===== src/rtl/crtc_split_pkg.sv =====
package crtc_split_pkg;

  // Source of the next stored line-start address.
  typedef enum logic [1:0] {
    SRC_KEEP  = 2'd0,
    SRC_ROW   = 2'd1,
    SRC_FRAME = 2'd2,
    SRC_SPLIT = 2'd3
  } src_e;

  // Priority when several events hit in one cycle: split, frame end, row end.
  function automatic src_e pick_src(input logic split_cap, input logic frame_ld,
                                    input logic row_ld);
    if (split_cap)     return SRC_SPLIT;
    else if (frame_ld) return SRC_FRAME;
    else if (row_ld)   return SRC_ROW;
    else               return SRC_KEEP;
  endfunction

endpackage


===== src/rtl/split_cfg_regs.sv =====
module split_cfg_regs #(
  parameter int AW = 14,
  parameter int LW = 8
) (
  input  logic          clk,
  input  logic          rst_n,
  input  logic          wr_line,
  input  logic          wr_hi,
  input  logic          wr_lo,
  input  logic [7:0]    wdata,
  output logic [LW-1:0] split_line,
  output logic [AW-1:0] split_addr
);
  localparam int HIW = AW - 8;

  logic [LW-1:0]  line_q;
  logic [HIW-1:0] hi_q;
  logic [7:0]     lo_q;

  always_ff @(posedge clk) begin
    if (!rst_n) begin
      line_q <= '0;
      hi_q   <= '0;
      lo_q   <= '0;
    end else begin
      if (wr_line) line_q <= wdata[LW-1:0];
      if (wr_hi)   hi_q   <= wdata[HIW-1:0];
      if (wr_lo)   lo_q   <= wdata;
    end
  end

  assign split_line = line_q;
  assign split_addr = {hi_q, lo_q};
endmodule


===== src/rtl/split_line_ctr.sv =====
module split_line_ctr #(
  parameter int HW = 8,
  parameter int LW = 8
) (
  input  logic          clk,
  input  logic          rst_n,
  input  logic [HW-1:0] hcc,
  input  logic [HW-1:0] r0,
  input  logic          last_line,
  output logic [LW-1:0] line_q
);
  logic [LW-1:0] cnt_q;

  // Modulo 2^LW scanline count, restarted at every frame end.
  function automatic logic [LW-1:0] line_step(input logic [LW-1:0] cur,
                                              input logic frame_end);
    return frame_end ? '0 : LW'(cur + 1'b1);
  endfunction

  always_ff @(posedge clk) begin
    if (!rst_n)        cnt_q <= '0;
    else if (hcc == r0) cnt_q <= line_step(cnt_q, last_line);
  end

  assign line_q = cnt_q;
endmodule


===== src/rtl/ma_row_store.sv =====
module ma_row_store
  import crtc_split_pkg::*;
#(
  parameter int AW = 14,
  parameter int HW = 8
) (
  input  logic          clk,
  input  logic          rst_n,
  input  logic [HW-1:0] hcc,
  input  logic [HW-1:0] r1,
  input  logic          first_line,
  input  logic [AW-1:0] start_addr,
  input  logic [AW-1:0] split_addr,
  input  logic          split_cap,
  input  logic          frame_ld,
  input  logic          row_ld,
  output logic [AW-1:0] ma
);
  logic [AW-1:0] stored_q;
  logic [AW-1:0] ma_q;
  logic [AW-1:0] ma_nxt;
  logic [AW-1:0] line_base;
  src_e          src;

  // Line start loads the base; displayed characters step; the rest holds.
  function automatic logic [AW-1:0] next_addr(input logic [AW-1:0] cur,
                                              input logic [HW-1:0] h,
                                              input logic [HW-1:0] lim,
                                              input logic [AW-1:0] base);
    if (h == '0)      return base;
    else if (h <= lim) return AW'(cur + 1'b1);
    else              return cur;
  endfunction

  always_comb begin
    line_base = first_line ? start_addr : stored_q;
    ma_nxt    = next_addr(ma_q, hcc, r1, line_base);
    src       = pick_src(split_cap, frame_ld, row_ld);
  end

  always_ff @(posedge clk) begin
    if (!rst_n) begin
      ma_q     <= '0;
      stored_q <= '0;
    end else begin
      ma_q <= ma_nxt;
      case (src)
        SRC_SPLIT: stored_q <= split_addr;
        SRC_FRAME: stored_q <= start_addr;
        SRC_ROW:   stored_q <= ma_nxt;
        default:   stored_q <= stored_q;
      endcase
    end
  end

  assign ma = ma_q;
endmodule


===== src/rtl/split_ma_reload.sv =====
module split_ma_reload #(
  parameter int AW      = 14,
  parameter int HW      = 8,
  parameter int VW      = 7,
  parameter int RW      = 5,
  parameter int LW      = 8,
  parameter int ADJ_MAX = 8
) (
  input  logic          clk,
  input  logic          rst_n,
  input  logic [HW-1:0] hcc,
  input  logic [VW-1:0] vcc,
  input  logic [RW-1:0] rcc,
  input  logic          in_adj,
  input  logic          last_line,
  input  logic [HW-1:0] r0,
  input  logic [HW-1:0] r1,
  input  logic [VW-1:0] r4,
  input  logic [RW-1:0] r9,
  input  logic [RW-1:0] scroll,
  input  logic [AW-1:0] start_addr,
  input  logic          wr_line,
  input  logic          wr_hi,
  input  logic          wr_lo,
  input  logic [7:0]    wdata,
  output logic [AW-1:0] ma
);
  localparam logic [RW-1:0] ADJ_LIM = RW'(ADJ_MAX);

  logic [LW-1:0] split_line;
  logic [AW-1:0] split_addr;
  logic [LW-1:0] line_q;

  // Named events, visible to the bound checker.
  logic          last_row_line;
  logic [HW-1:0] cap_col;
  logic          adj_ok;
  logic          split_hit;
  logic          split_cap_w;
  logic          frame_ld_w;
  logic          row_ld_w;
  logic          first_line_w;

  // Row end: raster count offset by soft scroll, modulo 2^RW.
  function automatic logic raster_end(input logic [RW-1:0] r, input logic [RW-1:0] s,
                                      input logic [RW-1:0] last);
    logic [RW-1:0] sum;
    sum = RW'(r + s);
    return sum == last;
  endfunction

  always_comb begin
    last_row_line = (vcc == r4) && (rcc == r9) && !in_adj;
    cap_col       = last_row_line ? r0 : r1;
    adj_ok        = !in_adj || (rcc <= ADJ_LIM);
    split_hit     = (split_line != '0) && (line_q == split_line) && adj_ok;
    split_cap_w   = split_hit && (hcc == cap_col);
    frame_ld_w    = last_line && (hcc == r0);
    row_ld_w      = !in_adj && (hcc == r1) && raster_end(rcc, scroll, r9);
    first_line_w  = (vcc == '0) && (rcc == '0) && !in_adj;
  end

  split_cfg_regs #(.AW(AW), .LW(LW)) u_regs (
    .clk(clk), .rst_n(rst_n), .wr_line(wr_line), .wr_hi(wr_hi), .wr_lo(wr_lo),
    .wdata(wdata), .split_line(split_line), .split_addr(split_addr)
  );

  split_line_ctr #(.HW(HW), .LW(LW)) u_line (
    .clk(clk), .rst_n(rst_n), .hcc(hcc), .r0(r0), .last_line(last_line),
    .line_q(line_q)
  );

  ma_row_store #(.AW(AW), .HW(HW)) u_store (
    .clk(clk), .rst_n(rst_n), .hcc(hcc), .r1(r1), .first_line(first_line_w),
    .start_addr(start_addr), .split_addr(split_addr), .split_cap(split_cap_w),
    .frame_ld(frame_ld_w), .row_ld(row_ld_w), .ma(ma)
  );
endmodule


===== config.mk =====
export PLATFORM = sky130hd
export DESIGN_NAME = split_ma_reload
export DESIGN_NICKNAME = d
export VERILOG_FILES = /design/src/rtl/crtc_split_pkg.sv /design/src/rtl/split_cfg_regs.sv /design/src/rtl/split_line_ctr.sv /design/src/rtl/ma_row_store.sv /design/src/rtl/split_ma_reload.sv
export SDC_FILE = /design/constraint.sdc
export NUM_CORES = 1
export LEC_CHECK = 0
export ABC_AREA = 1
export ABC_CLOCK_PERIOD_IN_PS = 5800
export BUFFER_PORTS_ARGS = -buffer_cell sky130_fd_sc_hd__buf_2
export CORE_ASPECT_RATIO = 2
export CORE_MARGIN = 10
export CORE_UTILIZATION = 55
export DETAILED_ROUTE_END_ITERATION = 8
export PLACE_DENSITY = 0.81
export SYNTH_ARGS = -nofsm -noshare
export SYNTH_HDL_FRONTEND = slang
export SYNTH_SLANG_ARGS = --single-unit

===== constraint.sdc =====
create_clock -name clk -period 5.8 [get_ports clk]
set_input_delay 1.16 -clock clk [delete_from_list [all_inputs] [get_ports clk]]
set_output_delay 1.16 -clock clk [all_outputs]
set_load 0.01 [all_outputs]

==> flow_metrics.py, run 1 <==
metrics = {
    "clocking": {
        "cts.sinks": 58,
        "clock-root-buffer": "clkbuf_16",
        "clk_pin_slew_worst_paths_ps": 50,
        "cts_setup_buffers": 0,
        "cts_buffers": 9,
        "cts_tree": "done",
        "cts_resized": 0,
        "clock_path_buffers": 2,
        "htreeDepth": 3,
        "holdBufCountCts": 0,
        "insertion_delay_ps": 330,
    },
    "layout": {
        "final_common_cell": "nand2_1",
        "final_cell_area_sq_um": 5230,
        "nFillCells": 739,
        "drive_gt1_frac": 0.180,
        "seqCellArea_sq_um": 1160,
        "multi_input_area_sq_um": 2860,
        "areaGrowthSynthToFinish_pct": 18.0,
        "final_util": 0.664,
        "fin_nets": 911,
        "antennaDiodeCount": 0,
        "mostFrequentLayoutCells": "199 x nand2_1, 95 x buf_2, 86 x nand3_1",
    },
    "grt": {
        "grtUsageTotal": 0.207,
        "gr-total-overflow": 0,
        "grt_antenna_before_repair": 0,
        "grt_pass1_wl_um": 21700,
        "grt_pass1_vias": 4919,
        "grt_start_max_net_pins": 40,
    },
    "floorplan": {
        "pin_count": 96,
        "core_sq_um": 7890,
        "row_count": 46,
        "start_util": 0.562,
        "die_h_um": 147,
        "die_x_um": 83.5,
        "die-area_sq_um": 12300,
    },
    "route": {
        "drt-vias-per-instance": 5.40,
        "first_pass_iters": 5,
        "wl_per_cell_um": 14.4,
        "ant_nets": 0,
        "wl_um": 13200,
        "met1_length_um": 4630,
        "dr_total_vias": 4924,
        "drt_iter0_markers": 207,
        "wl_met3_um": 598,
        "routed.top_layer": "met4",
        "drc": 0,
        "dr_wl_met2_um": 7550,
    },
    "timing": {
        "hold_violations": 0,
        "skew_ps": 4.35,
        "drv_slew": 0,
        "tightest_slew_ps": 947,
        "setup_viol": 0,
        "maxSlewHeadroom": 0.365,
        "final.setup.tns_ps": 0,
        "rsz0062_at_grt": "no",
        "period_needed_ps": 3840,
        "fmax_mhz": 261,
        "period_share": 0.662,
    },
    "synthesis": {
        "netlist_area_sq_um": 4430,
        "synth.avg_cell_area_sq_um": 6.11,
        "synth_seq_cells": 58,
        "synthSimpleGateAreaFrac": 0.422,
        "syn_nets": 826,
        "synth_warnings": 0,
        "synth_xor_area_frac": 0.0550,
        "synth_top_family_by_area": "simple AND/OR/NAND/NOR gates",
        "yosysSeqAreaShare": 0.262,
        "synth_fa_ha_area_frac": 0.0525,
        "synthMuxAreaShare": 0,
        "synth_compound_area_frac": 0.116,
        "ys_types": 41,
        "syn_inst": 726,
    },
    "worst_setup_path": {
        "cp_max_fo": 16,
        "critPathLaunchType": "input port",
        "worstPathArrival_ps": 4040,
        "reg2regPathDepth": 17,
        "crit_type": "input port to flip-flop",
        "endpoint_kind": "flip-flop",
        "critPathRequiredTime_ps": 6000,
    },
    "hold_path": {
        "min_path_type": "flip-flop to flip-flop",
        "hold_depth": 2,
    },
    "power": {
        "total_power_mw": 1.20,
        "leakage_nw": 2.65,
        "ir_drop_mv": 0.270,
        "powerDensity_nw_per_um2": 229,
    },
    "flow_run": {
        "drv_cap": 0,
    },
    "placement": {
        "dpl.hpwl_um": 10600,
        "port-buffer-count": 95,
        "place_congestion": 0.908,
        "dpl-instance-area_sq_um": 4940,
    },
    "status": {
        "status": "complete, no violations",
    },
}
cells by family (layout without fill, tap and decap cells):
group           after synthesis  count (layout)
compound gates               99              99
xor+xnor                     27              27
fa+ha+maj                    18              18
buf+inv                     106             196
flops                        58              58
simple gates                418             418
registers in the layout, indices dropped and copies added, names as in the netlist:
name,flops
u_store.stored_q,14
u_regs.split_line,8
u_store.ma,14
u_regs.hi_q,6
u_regs.lo_q,8
u_line.line_q,8
metal layers:
metal / vias up / GRT usage
met5: - / 0
met4: 0 / 0.0943
met3: 31 / 0.0443
met2: 155 / 0.415
met1: 2224 / 0.189
li1: 2514 / -
synthesized netlist by cell type, drive strengths merged:
cell,instances,share of area
dfxtp,58,0.26
o211ai,1,0.0017
inv,84,0.071
a31oi,1,0.0014
nand4,8,0.013
o22ai,1,0.0014
o21ai,45,0.052
clkbuf,14,0.012
nor4,3,0.0076
or2,15,0.021
ha,17,0.048
nand2,203,0.18
o21bai,2,0.0034
clkinv,1,0.00085
buf,7,0.0090
xor2,22,0.043
a21oi,47,0.053
fa,1,0.0045
nor3,9,0.011
xnor2,5,0.012
nand3,89,0.10
o31ai,1,0.0017
nor2,85,0.080
nand3b,6,0.010
o21a,1,0.0017
critical path, cell delays in order:
cell	delay [ps]
buf_2	90
inv_1	50
ha_1	300
nand2_1	80
nor2_1	170
nand4_2	340
nor4_1	330
nand2_1	80
nor2_1	130
nor2_1	80
ha_1	480
inv_1	300
a21oi_1	250
nand2_1	80
nand2_1	60
a21oi_1	60
path summary, 6_finish.rpt:
path / slack [ps] / end / from
worst max-delay path: 1960 / u_store.stored_q[0] / r1[7]
worst max register to register: 2820 / u_store.stored_q[0] / u_line.line_q[7]
worst min register to register: 480 / u_regs.hi_q[5] / u_regs.hi_q[5]
worst min-delay path: 480 / u_regs.hi_q[5] / u_regs.hi_q[5]
stage by stage:
stage,cells,hold slack (ps),setup WS (ps)
4_1_cts,912,469,1930
6_report,912,477,1960
3_5_place_dp,896,460,1620
5_1_grt,912,516,1490
2_1_floorplan,726,429,2200
3_3_place_gp,896,447,1750
final cells by class:
type,count,area share
flip-flops and latches,58,0.222
inverters,85,0.0610
clock inverters,5,0.0103
well taps,96,0.0230
multi-input cells,562,0.547
repair buffers,95,0.0909
clock buffers,11,0.0464
report_power, final:
part	internal (mW)	leakage [nW]	switching, mW	total, mW
clock network	0.342	0.149	0.183	0.525
registers	0.420	0.475	0.0189	0.439
logic	0.0933	2.03	0.139	0.233
total	0.856	2.65	0.342	1.20
No activity file was read; power rests on OpenSTA's default activity.
==> inputs of run 2 (changes only) <==
- ABC_AREA: 1 -> 0
- ABC_CLOCK_PERIOD_IN_PS: 5800 -> 3600
- CORE_UTILIZATION: 55 -> 54
- PLACE_DENSITY: 0.81 -> 0.8
- clock period: 5.8 -> 3.6 ns (I/O delays scaled with it)
==> run 2 against run 1 <==
  * Clock power is 56% higher
  * Clock skew grew 1.9 ps
  * Combinational power rose by 21%
  * Register-to-register slack lost 2100 ps
==> flow_metrics.py, run 2 <==
metrics = {
    "floorplan": {
        "die-area_sq_um": 11400,
        "row_count": 44,
        "start_util": 0.554,
        "core_sq_um": 7210,
        "die_h_um": 142,
        "pin_count": 96,
        "die_x_um": 80.8,
    },
    "placement": {
        "place_congestion": 0.975,
        "place_ws_ps": 14.6,
        "dpl-instance-area_sq_um": 4600,
        "dpl.hpwl_um": 9650,
        "port-buffer-count": 95,
    },
    "status": {
        "status": "complete, no violations",
    },
    "power": {
        "leakage_nw": 2.24,
        "p_sw_mw": 0.452,
        "ir_drop_mv": 0.381,
        "p_int_mw": 1.34,
        "p_seq_frac": 0.384,
        "p_clk_frac": 0.458,
        "power_frac_comb": 0.158,
        "powerDensity_nw_per_um2": 366,
        "swShare": 0.252,
        "total_power_mw": 1.79,
    },
    "timing": {
        "period_needed_ps": 3280,
        "tightest_slew_ps": 788,
        "fmax_mhz": 305,
        "setup_viol": 0,
        "final.setup.tns_ps": 0,
        "maxSlewHeadroom": 0.474,
        "rsz0062_at_grt": "no",
        "setup_slack_ps": 321,
        "skew_ps": 6.29,
        "period_share": 0.911,
        "drv_slew": 0,
        "hold_violations": 0,
    },
    "synthesis": {
        "synth.top_cell.area_share": 0.291,
        "yosysSeqAreaShare": 0.291,
        "netlist_area_sq_um": 4000,
        "syn_nets": 570,
        "synth_common_cells": "65 x nor2_1, 58 x dfxtp_1, 40 x mux2i_1",
        "yosysMostFrequentCell": "nor2_1",
        "synth_seq_cells": 58,
        "synth-edff-count": 0,
        "yosys_most_used_dff": "dfxtp_1",
        "synth.avg_cell_area_sq_um": 8.50,
        "synth_area_leaders": "dfxtp_1 29%, mux2i_1 10%, xor2_1 6.1%",
        "async_reset_ff_frac": 0,
        "ys_types": 63,
        "syn_inst": 470,
        "synth_warnings": 0,
        "synth_area_leader_cell": "dfxtp_1",
    },
    "clocking": {
        "clock-root-buffer": "clkbuf_16",
        "cts_buffers": 9,
        "clock_path_buffers": 2,
        "insertion_delay_ps": 330,
        "cts.sinks": 58,
        "cts_setup_buffers": 0,
        "clk_pin_slew_worst_paths_ps": 50,
        "holdBufCountCts": 0,
        "cts_resized": 0,
        "htreeDepth": 3,
        "cts_tree": "done",
    },
    "layout": {
        "areaGrowthSynthToFinish_pct": 22.4,
        "final_cell_area_sq_um": 4890,
        "mostFrequentLayoutCells": "95 x buf_2, 65 x nor2_1, 58 x dfxtp_1",
        "drive_gt1_frac": 0.249,
        "fin_nets": 667,
        "antennaDiodeCount": 0,
        "final_common_cell": "buf_2",
    },
    "hold_path": {
        "min_path_type": "flip-flop to flip-flop",
    },
    "worst_setup_path": {
        "worstPathArrival_ps": 3480,
        "critPathLaunchType": "input port",
        "critPathRequiredTime_ps": 3800,
        "crit_type": "input port to flip-flop",
        "endpoint_kind": "flip-flop",
        "cp_max_fo": 14,
    },
    "route": {
        "wl_um": 11800,
        "drt_iter0_markers": 175,
        "dr_total_vias": 3860,
        "drt-vias-per-instance": 5.82,
        "drc": 0,
        "ant_nets": 0,
        "first_pass_iters": 4,
        "wl_per_cell_um": 17.8,
    },
    "flow_run": {
        "drv_cap": 0,
    },
    "grt": {
        "gr-total-overflow": 0,
        "grt_start_max_net_pins": 47,
        "grt_pass1_vias": 4120,
        "grtUsageTotal": 0.211,
        "grt_antenna_before_repair": 0,
        "grt_pass1_wl_um": 19200,
    },
}
==> run 2: cell count changes in the layout (fill, tap and decap cells not counted), sizes merged, moves of 11 or more <==
cell / change
nand2: -179
nand3: -77
inv: -68
mux2i: +40
o21ai: -34
a21oi: -22
nor2: -18
xnor2: +16
or2: -15
a211oi: +12
nor4: +12
buf: +11
==> run 2: final timing paths <==
check | startpoint | end | slack [ps] | cells past startpoint
hold / removal | u_regs.lo_q[1] | u_regs.lo_q[1] | 500 | 2
setup reg to reg | u_line.line_q[5] | u_store.stored_q[13] | 760 | 10
hold reg to reg | u_regs.lo_q[1] | u_regs.lo_q[1] | 500 | 2
setup / recovery | rcc[2] | u_store.stored_q[13] | 320 | 14
==> run 2: layer usage <==
layer	track usage	up-vias	part of all wire
met4	0.113	0	0.042
li1	-	1896	-
met5	0	-	0
met1	0.197	1825	0.35
met2	0.399	104	0.55
met3	0.0456	35	0.049
==> run 2: layout make-up <==
class,count,area (sq um)
sequential,58,1160
multi-input combinational,376,2700
timing repair buffer,106,571
clock inverter,3,40.0
inverter,16,60.1
clock buffer,12,246
fill,634,2320
tap,92,115
==> run 2: power by group through the flow <==
stage | clock, mW | combinational [mW] | sequential, mW
after floorplan | 0 | 0.167 | 0.697
after global placement | 0 | 0.272 | 0.699
after detailed placement | 0 | 0.280 | 0.700
after CTS | 0.831 | 0.282 | 0.687
after global routing | 0.855 | 0.312 | 0.690
final | 0.820 | 0.282 | 0.688
==> run 2: through the flow <==
step | utilization | instances | hold WS, ps
6_report | 0.678 | 663 | 497
5_1_grt | 0.678 | 663 | 527
4_1_cts | 0.678 | 663 | 498
3_5_place_dp | 0.638 | 648 | 486
3_3_place_gp | 0.638 | 648 | 475
2_1_floorplan | - | 470 | 452
==> run 2: worst max-delay path: stages <==
cell	delay, ps
buf_2	120
xnor2_1	180
nand4_1	170
nor4b_4	270
buf_4	190
mux2i_1	220
o22ai_2	110
nor4_4	300
a31oi_1	110
ha_1	330
buf_4	190
or3_1	360
nand4_1	130
o21ai_0	90
==> run 2: cells by family (layout without fill, tap and decap cells) <==
group / after synthesis / in the layout / share of synthesized area
adders and majority gates: 18 / 18 / 0.0583
buffers and inverters: 36 / 137 / 0.0344
DFF: 58 / 58 / 0.291
muxes: 43 / 43 / 0.110
AOI/OAI and AO/OA: 85 / 85 / 0.151
xor gates and xnor gates: 49 / 49 / 0.109
and+or+nand+nor: 181 / 181 / 0.246
==> inputs of run 3 (changes only) <==
- PLACE_DENSITY: 0.8 -> 0.79
==> run 3 against run 2 <==
  * Sequential share of layout area decreased by 0.52 points
  * First-iteration DRC count fell by 14%
  * Setup slack got worse by 64 ps
  * Sequential power about the same
  * Clock power up 30%
  * Register-to-register slack lost 70 ps
==> flow_metrics.py, run 3 (synthesis gave the netlist of run 2 again) <==
metrics = {
    "floorplan": {
        "die_h_um": 142,
        "die-area_sq_um": 11400,
        "die_x_um": 80.8,
        "core_sq_um": 7210,
        "row_count": 44,
        "pin_count": 96,
        "start_util": 0.554,
    },
    "timing": {
        "setup_slack_ps": 257,
        "period_share": 0.929,
        "setup_viol": 0,
        "fmax_mhz": 299,
        "tightest_slew_ps": 780,
        "rsz0062_at_grt": "no",
        "fin_hold_ws_ps": 494,
        "period_needed_ps": 3340,
        "maxSlewHeadroom": 0.479,
        "skew_ps": 2.35,
        "final.setup.tns_ps": 0,
        "hold_violations": 0,
        "drv_slew": 0,
    },
    "clocking": {
        "htreeDepth": 3,
        "cts_setup_buffers": 0,
        "clk_pin_slew_worst_paths_ps": 50,
        "clock_path_buffers": 2,
        "cts_tree": "done",
        "cts_buffers": 9,
        "clock-root-buffer": "clkbuf_16",
        "cts.sinks": 58,
        "insertion_delay_ps": 330,
        "cts_resized": 0,
        "holdBufCountCts": 0,
    },
    "route": {
        "ant_nets": 0,
        "wl_per_cell_um": 18.5,
        "drc": 0,
        "drt_iter0_markers": 150,
        "dr_total_vias": 3884,
        "wl_um": 12300,
        "first_pass_iters": 4,
        "drt-vias-per-instance": 5.84,
    },
    "placement": {
        "place_ws_ps": -49.7,
        "dpl-instance-area_sq_um": 4620,
        "port-buffer-count": 95,
        "dpl.hpwl_um": 10000,
        "place_congestion": 0.974,
    },
    "worst_setup_path": {
        "critPathLaunchType": "input port",
        "critPathRequiredTime_ps": 3820,
        "cp_max_fo": 14,
        "crit_type": "input port to flip-flop",
        "endpoint_kind": "flip-flop",
        "worstPathArrival_ps": 3560,
    },
    "hold_path": {
        "min_path_type": "flip-flop to flip-flop",
    },
    "power": {
        "powerDensity_nw_per_um2": 409,
        "leakage_nw": 2.29,
        "ir_drop_mv": 0.473,
        "total_power_mw": 2.04,
    },
    "layout": {
        "final_cell_area_sq_um": 5000,
        "antennaDiodeCount": 0,
        "drive_gt1_frac": 0.255,
        "areaGrowthSynthToFinish_pct": 25.1,
        "fin_nets": 668,
        "final_common_cell": "buf_2",
        "mostFrequentLayoutCells": "95 x buf_2, 65 x nor2_1, 58 x dfxtp_1",
    },
    "grt": {
        "grt_pass1_vias": 4106,
        "grt_start_max_net_pins": 47,
        "grt_pass1_wl_um": 19700,
        "grt_antenna_before_repair": 0,
        "grtUsageTotal": 0.218,
        "gr-total-overflow": 0,
    },
    "flow_run": {
        "drv_cap": 0,
    },
    "status": {
        "status": "complete, no violations",
    },
}
[run 3: changes by cell type in the layout (fill, tap and decap cells not counted)]
cell	delta
buf_12	+1
clkinv_2	-2
bufinv_16	+3
clkinv_4	+2
clkbuf_1	-2
[run 3: cell type report]
type	instances	area [sq um]
timing repair buffer	107	591
clock inverter	6	138
clock buffer	10	239
sequential	58	1160
tap	92	115
multi-input combinational	376	2700
fill	582	2210
inverter	16	60.1
[run 3: path summary, 6_finish.rpt]
| path | startpoint | endpoint | slack (ps) | cells past startpoint |
|---|---|---|---|---|
| worst min register to register | u_regs.hi_q[2] | u_regs.hi_q[2] | 490 | 2 |
| worst min-delay path | u_regs.hi_q[2] | u_regs.hi_q[2] | 490 | 2 |
| worst max register to register | u_line.line_q[5] | u_store.stored_q[1] | 690 | 10 |
| worst max-delay path | rcc[0] | u_store.stored_q[1] | 260 | 13 |
[run 3: per-layer routing]
metal  vias up  GRT usage  part of all wire
li1       1899          -                 -
met1      1824      0.197              0.34
met2       120      0.421              0.57
met3        41     0.0456             0.044
met4         0      0.114             0.043
met5         -          0                 0
[run 3: stage by stage]
step	util	instances
2_1_floorplan	-	470
4_1_cts	0.693	665
6_report	0.693	665
3_5_place_dp	0.641	649
5_1_grt	0.693	665
3_3_place_gp	0.641	649
[run 3: worst max-delay path, stage by stage]
cell,delay [ps]
buf_2,120
xnor2_1,160
nand4_1,160
nor4b_4,480
mux2i_1,290
o22ai_2,110
nor4_4,300
a31oi_1,110
ha_1,360
buf_12,160
nor3_1,240
nor3_1,100
a22o_1,240
[run 3: report_power, final]
| group | total, mW | switching (mW) | internal (mW) |
|---|---|---|---|
| combinational | 0.286 | 0.160 | 0.126 |
| sequential | 0.689 | 0.0227 | 0.666 |
| clock | 1.07 | 0.303 | 0.766 |
